$ cat src/rtl/fw_pkg.sv
// Shared types and defaults for the frame-strobe supervisory timer.
// Assumes: nothing beyond IEEE 1800-2017 package semantics.
package fw_pkg;

    // Alarm sequencer states
    typedef enum logic [1:0] {
        WD_HOLD   = 2'd0,   // reset just released, output not yet cleared
        WD_ARMED  = 2'd1,   // supervising, output low
        WD_ALARM  = 2'd2    // at least one interval missed, output toggling
    } wd_state_e;

    localparam int unsigned FW_ADDR_W_DEF = 8;
    localparam int unsigned FW_DATA_W_DEF = 8;
    localparam int unsigned FW_KEY_W_DEF  = 5;

endpackage

$ cat src/rtl/fw_strobe_edge.sv
// Brings the asynchronous frame strobe into the clk domain and flags
// each high-to-low transition for exactly one clk cycle.
// Assumes: the strobe holds each level for more than SYNC_STAGES+1 cycles.
module fw_strobe_edge #(
    parameter int unsigned SYNC_STAGES = 2
) (
    input  logic clk,
    input  logic rst_n,
    input  logic strobe_in,
    output logic fall_pulse
);
    localparam int unsigned HIST_W = SYNC_STAGES + 1;

    logic [HIST_W-1:0] hist_q;

    // Shift the strobe through the synchronizer plus one history stage
    always_ff @(posedge clk) begin
        if (!rst_n) begin
            hist_q <= '1;
        end else begin
            hist_q <= {hist_q[HIST_W-2:0], strobe_in};
        end
    end

    // A fall is an old sample high followed by a newer sample low
    always_comb begin
        fall_pulse = hist_q[HIST_W-1] & ~hist_q[HIST_W-2];
    end
endmodule

$ cat src/rtl/fw_key_decode.sv
// Flags a write that hits the supervisory register with the correct key.
// Assumes: wr_en is a single-cycle strobe; upper data bits are don't-care.
module fw_key_decode #(
    parameter int unsigned ADDR_W = 8,
    parameter int unsigned DATA_W = 8,
    parameter int unsigned KEY_W  = 5,
    parameter logic [ADDR_W-1:0] REG_ADDR = 8'h11,
    parameter logic [KEY_W-1:0]  KEY      = 5'b01010
) (
    input  logic              wr_en,
    input  logic [ADDR_W-1:0] wr_addr,
    input  logic [DATA_W-1:0] wr_data,
    output logic              key_ok
);
    localparam logic [DATA_W-1:0] KEY_MASK = DATA_W'((64'd1 << KEY_W) - 64'd1);
    localparam logic [DATA_W-1:0] KEY_EXT  = DATA_W'(KEY);

    // Address match and masked key compare
    always_comb begin
        key_ok = wr_en && (wr_addr == REG_ADDR) && ((wr_data & KEY_MASK) == KEY_EXT);
    end
endmodule

$ cat src/rtl/fw_interval_timer.sv
// Counts strobe falls within one supervision interval and reports expiry.
// Assumes: LIMIT >= 2; restart has priority over a coincident tick.
module fw_interval_timer #(
    parameter int unsigned LIMIT = 4096,
    localparam int unsigned CNT_W = (LIMIT > 2) ? $clog2(LIMIT) : 1
) (
    input  logic             clk,
    input  logic             rst_n,
    input  logic             tick,
    input  logic             restart,
    output logic             expire,
    output logic [CNT_W-1:0] count
);
    localparam logic [CNT_W-1:0] LAST = CNT_W'(LIMIT - 1);

    logic [CNT_W-1:0] cnt_q;

    // Expiry is the last tick of an interval not overridden by a restart
    always_comb begin
        expire = tick && !restart && (cnt_q == LAST);
        count  = cnt_q;
    end

    // Interval counter: clear on restart or wrap, else step on each tick
    always_ff @(posedge clk) begin
        if (!rst_n) begin
            cnt_q <= '0;
        end else if (restart || expire) begin
            cnt_q <= '0;
        end else if (tick) begin
            cnt_q <= cnt_q + 1'b1;
        end
    end
endmodule

$ cat src/rtl/fw_alarm_seq.sv
// Drives the supervisory output: high in reset, low once released,
// inverted at each expiry, cleared by a correct key write.
// Assumes: expire and key_ok are single-cycle, mutually exclusive pulses.
module fw_alarm_seq
    import fw_pkg::*;
(
    input  logic clk,
    input  logic rst_n,
    input  logic key_ok,
    input  logic expire,
    output logic alarm
);
    wd_state_e state_q;
    logic      alarm_q;

    // Output sequencing over hold, armed and toggling phases
    always_ff @(posedge clk) begin
        if (!rst_n) begin
            state_q <= WD_HOLD;
            alarm_q <= 1'b1;
        end else if (key_ok || state_q == WD_HOLD) begin
            state_q <= WD_ARMED;
            alarm_q <= 1'b0;
        end else if (expire) begin
            state_q <= WD_ALARM;
            alarm_q <= ~alarm_q;
        end
    end

    // Registered output straight to the pin
    always_comb begin
        alarm = alarm_q;
    end
endmodule

$ cat src/rtl/frame_watchdog.sv
// Top of the frame-strobe supervisory timer. Joins the strobe edge
// detector, key decoder, interval counter and alarm sequencer.
// Assumes: all inputs except frame_strobe are synchronous to clk.
module frame_watchdog #(
    parameter int unsigned       ADDR_W      = fw_pkg::FW_ADDR_W_DEF,
    parameter int unsigned       DATA_W      = fw_pkg::FW_DATA_W_DEF,
    parameter int unsigned       KEY_W       = fw_pkg::FW_KEY_W_DEF,
    parameter logic [ADDR_W-1:0] REG_ADDR    = 8'h11,
    parameter logic [KEY_W-1:0]  KEY         = 5'b01010,
    parameter int unsigned       LIMIT       = 4096,
    parameter int unsigned       SYNC_STAGES = 2
) (
    input  logic              clk,
    input  logic              rst_n,
    input  logic              frame_strobe,
    input  logic              wr_en,
    input  logic [ADDR_W-1:0] wr_addr,
    input  logic [DATA_W-1:0] wr_data,
    output logic              alarm
);
    localparam int unsigned CNT_W = (LIMIT > 2) ? $clog2(LIMIT) : 1;

    logic             strobe_fall;
    logic             key_ok;
    logic             expire;
    logic [CNT_W-1:0] tick_cnt;

    fw_strobe_edge #(.SYNC_STAGES(SYNC_STAGES)) u_edge (
        .clk        (clk),
        .rst_n      (rst_n),
        .strobe_in  (frame_strobe),
        .fall_pulse (strobe_fall)
    );

    fw_key_decode #(
        .ADDR_W(ADDR_W), .DATA_W(DATA_W), .KEY_W(KEY_W),
        .REG_ADDR(REG_ADDR), .KEY(KEY)
    ) u_key (
        .wr_en   (wr_en),
        .wr_addr (wr_addr),
        .wr_data (wr_data),
        .key_ok  (key_ok)
    );

    fw_interval_timer #(.LIMIT(LIMIT)) u_timer (
        .clk     (clk),
        .rst_n   (rst_n),
        .tick    (strobe_fall),
        .restart (key_ok),
        .expire  (expire),
        .count   (tick_cnt)
    );

    fw_alarm_seq u_seq (
        .clk    (clk),
        .rst_n  (rst_n),
        .key_ok (key_ok),
        .expire (expire),
        .alarm  (alarm)
    );
endmodule

$ cat config.mk
export PLATFORM = sky130hd
export DESIGN_NAME = frame_watchdog
export DESIGN_NICKNAME = d
export VERILOG_FILES = /design/src/rtl/fw_pkg.sv /design/src/rtl/fw_strobe_edge.sv /design/src/rtl/fw_key_decode.sv /design/src/rtl/fw_interval_timer.sv /design/src/rtl/fw_alarm_seq.sv /design/src/rtl/frame_watchdog.sv
export SDC_FILE = /design/constraint.sdc
export NUM_CORES = 1
export LEC_CHECK = 0
export ABC_CLOCK_PERIOD_IN_PS = 1650
export BUFFER_PORTS_ARGS = -buffer_cell sky130_fd_sc_hd__buf_2
export CAP_MARGIN = 20
export CORE_ASPECT_RATIO = 0.9
export CORE_UTILIZATION = 30
export CTS_CLUSTER_DIAMETER = 120
export DETAILED_ROUTE_END_ITERATION = 16
export PLACE_DENSITY = 0.55
export SLEW_MARGIN = 20
export SYNTH_ARGS = -nofsm -noshare
export SYNTH_HDL_FRONTEND = slang
export SYNTH_SLANG_ARGS = --single-unit
$ cat constraint.sdc
create_clock -name clk -period 1.65 [get_ports clk]
set_clock_uncertainty 0.05 [all_clocks]
set_input_delay 0.0825 -clock clk [delete_from_list [all_inputs] [get_ports clk]]
set_output_delay 0.0825 -clock clk [all_outputs]
set_load 0.01 [all_outputs]
[After elaboration in Yosys (flattened, before gate mapping)]
Cells that the tools add are included.
Widths: inputs -> output; s select.
Storage, ports and cells
  register bits after elaboration: 18
  logic and storage cells: 28
  latch bits: 0
  memories: 0
  memory bits (writable): 0
  input bits: 20
  memory bits (read-only): 0
Operators by class
  mux-type cells: 4
  shift operators: 0
  reductions and logical operators: 11
  $add $sub $neg: 1
  equal/unequal tests: 3
  multipliers: 0
  div/mod/pow operators: 0
  $lt $le $gt $ge: 0
  bitwise operators: 4
Operators by type and width (count)
  $add 12x1->12 const B: 1
  $eq 12x12->1 const B: 1
  $eq 8x5->1 const B: 1
  $eq 5x4->1 const B: 1
  $logic_and 1x1->1: 4
  $mux 1: 4
  $reduce_or 2->1: 2
  $not 1->1: 3
  $logic_not 2->1: 1
  $logic_or 1x1->1: 2
  $reduce_bool 2->1: 1
  $and 1x1->1: 1
  $logic_not 1->1: 1

[Logic depth before layout (Yosys ltp)]
Gate-level depths: netlist of run 1.
  depth after elaboration: 8
  mapped depth: 6
  depth with buffers taken out: 5

[Hierarchy]
A second synthesis of run 1 with hierarchy kept.
Second synthesis, totals
  cell total of the unflattened synthesis: 87
  area, all modules: 850.8 um2
By module, submodules not included
  fw_interval_timer: seq. area each 240.2 um2, cells an instance 65, area each 601.8 um2, times used 1
  fw_alarm_seq: seq. area each 60.1 um2, cells an instance 10, area each 108.9 um2, times used 1
  fw_strobe_edge: seq. area each 60.1 um2, cells an instance 7, area each 85.1 um2, times used 1
  fw_key_decode: seq. area each 0.0 um2, cells an instance 5, area each 55.1 um2, times used 1

[Worst setup path before layout of run 1]
OpenSTA, ideal clock, no wires.
  kind: register to register
  from: register u_timer.cnt_q[0] (netlist: u_timer.count[0])
  to: register u_timer.cnt_q[0] (netlist: u_timer.count[0])
  setup slack: 134 ps
  data arrival time: 1351 ps
  clock period less this slack: 1516 ps
  required time: 1485 ps
  buffers on the path: 1
  stages on the path, launching flop included: 7
  cells stage by stage: dfxtp_1 > ha_1 > nand4b_4 > nor4_4 > or2_2 > buf_2 > nor2_1
On the way
  longest elaborated chain between the ends: 4
  elaborated cells on any way between the ends: 5
  those cells by class: add/sub (1); eq/ne (1); reduce/logical (3)
Ends and longest elaborated chain
  start: declaration: RTL line fw_interval_timer.sv:16  | logic [CNT_W-1:0] cnt_q;
  start signal: assignment: RTL line fw_interval_timer.sv:31  | cnt_q <= cnt_q + 1'b1;
  parallel branches: the longest is 4 deep, another holds $add 12x1->12
Several ways; the timed one is not identified.
A chain may end at the register's enable or synchronous reset.

[Worst setup path after layout of run 1]
  from: register u_timer.cnt_q[0] (netlist: u_timer.count[0])
  to: register u_seq.alarm_q (netlist: u_seq.alarm)
On the way
  longest elaborated chain between the ends: 3
Ends and longest elaborated chain
  $eq 12x12->1: RTL line fw_interval_timer.sv:20  | expire = tick && !restart && (cnt_q == LAST);
  $logic_and 1x1->1: RTL line fw_interval_timer.sv:20
  $reduce_bool 2->1 (no source line)
  end signal: assignment: RTL line fw_alarm_seq.sv:26  | alarm_q <= ~alarm_q;
  end: declaration: RTL line fw_alarm_seq.sv:14  | logic alarm_q;
No other way between the ends.

==> impl_metrics.env, run 1 <==
export IMPL_final_cells=145
export IMPL_wirelength_mm=1.56
export IMPL_die_w_um=57.8
export IMPL_setup_viol=0
export IMPL_grt_pass1_wl_mm=2.89
export IMPL_route_met2_wl_um=719
export IMPL_hpwlAfterDp_mm=1.24
export IMPL_min_period_ns=1.46
export IMPL_clkPwrFrac_pct=29.4
export IMPL_area_delta_synth_final_pct=27.3
export IMPL_syn_avg_cell_area_um2=9.68
export IMPL_slew_headroom_pct=75.2
export IMPL_total_power_w=0.000723
export IMPL_fmax_mhz=684
export IMPL_path_clk_slew_ns=0.10
export IMPL_worst_setup_path_end_kind="flop"
export IMPL_synthCells=87
export IMPL_clockBufferDepth=2
export IMPL_root_buffer="clkbuf_4"
export IMPL_drv_cap=0
export IMPL_power_density_nw_per_um2=674
export IMPL_cpPeakStageDelay_ns=0.35
export IMPL_grt_antenna_before_repair=0
export IMPL_status="finished, final reports clean"
export IMPL_worst_pin_slew_ns=0.369
export IMPL_grt_max_degree=10
export IMPL_clock_sinks=18
export IMPL_p_int_w=0.000566
export IMPL_crit_type="flop to flop"
export IMPL_crit_fanout=4
export IMPL_r2r_slack_ns=0.19
export IMPL_worstSkewPairLatency_ns=0.29
export IMPL_pwr_share_seq_pct=61.9
export IMPL_drive_gt1_share_pct=28.2
export IMPL_post_cts_setup_buffers=0
export IMPL_dieArea_um2=3020
export IMPL_cts_buffers=3
export IMPL_switchingPower_w=0.000157
export IMPL_initial_core_util_pct=33.0
export IMPL_num_fill_cells=253
export IMPL_hold_viol_final=0
export IMPL_layout_commonest_cell="dfxtp_1"
export IMPL_first_pass_iters=3
export IMPL_fp_row_count=17
export IMPL_ant_nets=0
export IMPL_comb_power_share_pct=8.7
export IMPL_rsz0062_at_grt="false"
export IMPL_syn_nets=108
export IMPL_core_area_um2=2550
export IMPL_cpLargestDelayFamily="simple AND/OR/NAND/NOR gates"
export IMPL_slew_viol_final=0
export IMPL_antenna_cells=0
export IMPL_cp_num_buf_inv=0
export IMPL_drtIter0Drc=9
export IMPL_path_cells="ha_1 -> nand4b_4 -> nor4_4 -> xnor2_1 -> o31ai_2"
export IMPL_p_sw_share_pct=21.7
export IMPL_crit_slowest_cell="dfxtp_1"
export IMPL_ys_ff_latch=18
export IMPL_synth_distinct_cells=29
export IMPL_p_leak_nw=0.466
export IMPL_cts_tree="done"
export IMPL_place_inst=139
export IMPL_yosysWarnings=0
export IMPL_holdCritPathClass="primary input to flop"
export IMPL_routed_via_density=4.84
export IMPL_wl_per_cell_um=10.7
export IMPL_dr_wl_met3_um=97
export IMPL_cp_start_kind="flop"
export IMPL_nets=140
export IMPL_wl_met1_um=738
export IMPL_period_share_pct=88.6
export IMPL_synth_area_um2=842
export IMPL_htreeDepth=1
export IMPL_cp_required_ns=1.81
export IMPL_grt_overflow=0
export IMPL_grt_pass1_vias=711
export IMPL_vdd_drop_max_mv=0.387
export IMPL_ys_seq_area_share_pct=42.8
export IMPL_dr_total_vias=702
export IMPL_mostFrequentLayoutCells="dfxtp_1 (18), buf_2 (17), nor2_1 (15)"
export IMPL_fin_tns_setup_ns=0
export IMPL_io_pins=21
export IMPL_top_layer_used="met3"
export IMPL_place_gp_congestion=0.783
export IMPL_holdWs_ns=0.240
export IMPL_grtUsageTotal_pct=12.6
export IMPL_drc=0
export IMPL_crit_arrival_ns=1.62
export IMPL_die_h_um=52.3
export IMPL_numPortBuffers=17
-- cells by family after synthesis --
| logic type | count (synthesis) | synth area share, % |
|---|---|---|
| mux | 2 | 2.38 |
| xor+xnor | 11 | 11.4 |
| flops | 18 | 42.8 |
| buf+inv | 3 | 1.49 |
| fa+ha+maj | 1 | 1.49 |
| compound gates | 7 | 6.39 |
| simple gates | 45 | 34.0 |
-- flip-flops by register name, indices dropped and copies added, names as in the netlist --
register / flops
u_edge.hist_q: 3
u_seq.alarm: 1
u_seq.state_q: 2
u_timer.count: 12
-- synth_stat cells --
cell | number | area share [%]
nor4bb_1 | 2 | 2.4
mux2i_1 | 2 | 2.4
nand3_1 | 4 | 2.4
o31ai_2 | 1 | 1.5
and4_1 | 1 | 1.0
xor2_1 | 4 | 4.2
inv_1 | 2 | 0.89
ha_1 | 1 | 1.5
or2_2 | 1 | 0.74
nand4_1 | 1 | 0.74
buf_2 | 1 | 0.59
and4b_1 | 1 | 1.2
nand2_1 | 5 | 2.2
dfxtp_1 | 18 | 43
nor4_1 | 2 | 1.5
nand4b_1 | 1 | 1.0
and2_1 | 1 | 0.74
xnor2_1 | 7 | 7.3
a21oi_1 | 3 | 1.8
nor2_1 | 15 | 6.7
nor3_1 | 3 | 1.8
nand4_4 | 1 | 2.5
nand2b_1 | 3 | 2.2
nand4b_4 | 1 | 2.8
nor2b_1 | 2 | 1.5
o21a_1 | 1 | 0.89
nor4_4 | 1 | 2.5
a41o_1 | 1 | 1.2
a311oi_1 | 1 | 1.0
-- per-stage QoR --
step	util (%)	area [um2]	setup slack [ns]
after global routing	42.0	1070	0.0721
after CTS	41.9	1070	0.0555
final	42.0	1070	0.189
after detailed placement	39.9	1020	0.0722
after global placement	39.9	1020	0.117
after floorplan	-	842	0.134
-- tightest hold or removal path: stages --
cell     delay (ns)
buf_2          0.07
nor2b_1        0.04
and4_1         0.17
o21a_1         0.18
-- worst paths after layout --
kind,startpoint,endpoint,cells past startpoint
max,u_timer.count[0],u_seq.alarm,5
min reg2reg,u_edge.hist_q[0],u_edge.hist_q[1],1
min,wr_addr[1],u_seq.state_q[0],4
max reg2reg,u_timer.count[0],u_seq.alarm,5
-- timing repair --
action,4_1_cts,5_1_grt
endpoints found under the setup margin,0,8
hold buffers,3,0
resized for setup,0,1
hold endpoints to repair,4,0
-- power groups by stage --
stage                     combinational [W]  sequential [W]  clock (W)
after detailed placement          0.0000575        0.000458          0
after CTS                         0.0000632        0.000448   0.000227
after global placement            0.0000562        0.000457          0
after global routing              0.0000704        0.000449   0.000235
after floorplan                   0.0000245        0.000458          0
final                             0.0000628        0.000448   0.000213
-- cell type report --
| class | instances | area (um2) | share of cell area (%) |
|---|---|---|---|
| clock buffer | 3 | 22.5 | 2.10 |
| tap | 28 | 35.0 | 3.27 |
| multi-input combinational | 66 | 472 | 44.0 |
| sequential | 18 | 360 | 33.6 |
| timing repair buffer | 28 | 175 | 16.3 |
| inverter | 2 | 7.51 | 0.700 |
-- metal layers --
layer,GRT usage [%],vias up
met5,0,-
met4,1.19,0
li1,-,368
met3,5.19,0
met2,22.2,21
met1,14.8,313
(Power assumes the default switching activity.)
==> run 2: changes to the inputs <==
--- a/config.mk
+++ b/config.mk
@@ -11,8 +11,9 @@
 export CORE_ASPECT_RATIO = 0.9
 export CORE_UTILIZATION = 30
 export CTS_CLUSTER_DIAMETER = 120
+export CTS_CLUSTER_SIZE = 8
 export DETAILED_ROUTE_END_ITERATION = 16
-export PLACE_DENSITY = 0.55
+export PLACE_DENSITY_LB_ADDON = 0.12
 export SLEW_MARGIN = 20
 export SYNTH_ARGS = -nofsm -noshare
 export SYNTH_HDL_FRONTEND = slang
==> run 2 against run 1 <==
Effect of this change:
- largest power group unchanged
- hold slack worse by 0.0050 ns
- total power is 9.1% higher
- sequential cell count unchanged
- wire length is 0.39% lower
- combinational power is essentially flat
- core utilization increased by 0.54 points
- critical path depth unchanged
- non-clock buffer count unchanged
- sequential power hardly changed
==> impl_metrics.env, run 2 (synthesis gave the netlist of run 1 again) <==
export IMPL_status="finished, final reports clean"
export IMPL_comb_power_share_pct=8.0
export IMPL_htreeDepth=1
export IMPL_ant_nets=0
export IMPL_die_h_um=52.3
export IMPL_ff2ff_path_depth=5
export IMPL_total_power_w=0.000789
export IMPL_routed_via_density=4.69
export IMPL_largest_reg_flops=12
export IMPL_slew_viol_final=0
export IMPL_crit_arrival_ns=1.64
export IMPL_initial_core_util_pct=33.0
export IMPL_fin_area_um2=1090
export IMPL_cpPeakStageDelay_ns=0.36
export IMPL_fp_row_count=17
export IMPL_setup_viol=0
export IMPL_wirelength_mm=1.55
export IMPL_fmax_mhz=681
export IMPL_grtUsageTotal_pct=12.3
export IMPL_hold_viol_final=0
export IMPL_placed_cell_area_um2=1020
export IMPL_p_int_w=0.000616
export IMPL_core_area_um2=2550
export IMPL_drc=0
export IMPL_min_period_ns=1.47
export IMPL_numPortBuffers=17
export IMPL_place_gp_congestion=0.723
export IMPL_grt_max_degree=11
export IMPL_io_pins=21
export IMPL_period_share_pct=89.0
export IMPL_pwr_share_seq_pct=56.8
export IMPL_clock_sinks=18
export IMPL_holdCritPathClass="primary input to flop"
export IMPL_clockBufferDepth=2
export IMPL_drtIter0Drc=10
export IMPL_switchingPower_w=0.000173
export IMPL_holdWs_ns=0.235
export IMPL_mostFrequentLayoutCells="dfxtp_1 (18), buf_2 (17), nor2_1 (15)"
export IMPL_crit_type="flop to flop"
export IMPL_grt_overflow=0
export IMPL_die_w_um=57.8
export IMPL_grt_pass1_wl_mm=2.75
export IMPL_grt_antenna_before_repair=0
export IMPL_cts_tree="done"
export IMPL_area_delta_synth_final_pct=29.0
export IMPL_cts_buffers=3
export IMPL_nets=140
export IMPL_vdd_drop_max_mv=0.425
export IMPL_drive_gt1_share_pct=28.8
export IMPL_dieArea_um2=3020
export IMPL_p_sw_share_pct=21.9
export IMPL_wl_per_cell_um=10.6
export IMPL_slew_headroom_pct=76.6
export IMPL_path_clk_slew_ns=0.11
export IMPL_drv_cap=0
export IMPL_crit_slowest_cell="dfxtp_1"
export IMPL_grt_pass1_vias=631
export IMPL_worstSkewPairLatency_ns=0.30
export IMPL_worst_setup_path_end_kind="flop"
export IMPL_worst_pin_slew_ns=0.347
export IMPL_cp_start_kind="flop"
export IMPL_hpwlAfterDp_mm=1.21
export IMPL_cp_required_ns=1.82
export IMPL_hold_depth=4
export IMPL_power_density_nw_per_um2=726
export IMPL_path_cells="ha_1 -> nand4b_4 -> nor4_4 -> xnor2_1 -> o31ai_2"
export IMPL_antenna_cells=0
export IMPL_first_pass_iters=4
export IMPL_fin_tns_setup_ns=0
export IMPL_root_buffer="clkbuf_4"
export IMPL_layout_commonest_cell="dfxtp_1"
export IMPL_p_leak_nw=0.473
export IMPL_clkPwrFrac_pct=35.2
export IMPL_rsz0062_at_grt="false"
export IMPL_crit_fanout=4
export IMPL_dr_total_vias=685
-- run 2: changes by cell type in the layout (fill, tap and decap cells not counted), sizes merged --
cell    change
clkbuf      +1
-- run 2: critical path: cells and delay by family (launching register included) --
kind                       cells  cell delay (ns)
and+or+nand+nor                2             0.39
adders and majority gates      1             0.23
AOI/OAI and AO/OA              1             0.22
xor gates and xnor gates       1             0.12
DFF                            1             0.36
-- run 2: per-stage QoR --
step	worst slack, ns	util (%)	cells
after floorplan	0.134	-	87
after global placement	0.0770	39.9	139
after detailed placement	0.0783	39.9	139
after CTS	0.0559	42.5	146
after global routing	0.0329	42.5	146
final	0.182	42.5	146
-- run 2: per-layer routing --
| layer | track usage [%] | wire length, um |
|---|---|---|
| met1 | 15.7 | 776 |
| met2 | 19.5 | 662 |
| met3 | 4.44 | 96 |
| met4 | 3.57 | 15 |
| met5 | 0 | 0 |
-- run 2: final timing paths --
path / from / end / slack [ns]
setup / recovery: u_timer.count[0] / u_seq.alarm / 0.18
hold / removal: wr_addr[1] / u_seq.state_q[0] / 0.24
setup reg to reg: u_timer.count[0] / u_seq.alarm / 0.18
hold reg to reg: u_edge.hist_q[0] / u_edge.hist_q[1] / 0.37
-- run 2: timing repair --
action / in CTS / in global routing
endpoints found under the setup margin: 0 / 9
endpoints found under the hold margin: 4 / 0
hold buffers: 3 / 0
setup buffers: 0 / 0
gates resized for setup: 0 / 1
-- run 2: area by class of cell --
class / instances / area (um2)
repair buffers: 28 / 175
flip-flops and latches: 18 / 360
well taps: 28 / 35.0
fillers: 257 / 1470
multi-input cells: 66 / 472
inverters: 2 / 7.51
clock buffers: 4 / 36.3
-- run 2: power groups by stage --
stage	Sequential [W]	Combinational [W]	Clock, W
4_1_cts	0.000448	0.0000636	0.000292
6_report	0.000448	0.0000631	0.000278
2_1_floorplan	0.000458	0.0000245	0
3_3_place_gp	0.000457	0.0000568	0
5_1_grt	0.000449	0.0000709	0.000306
3_5_place_dp	0.000458	0.0000581	0
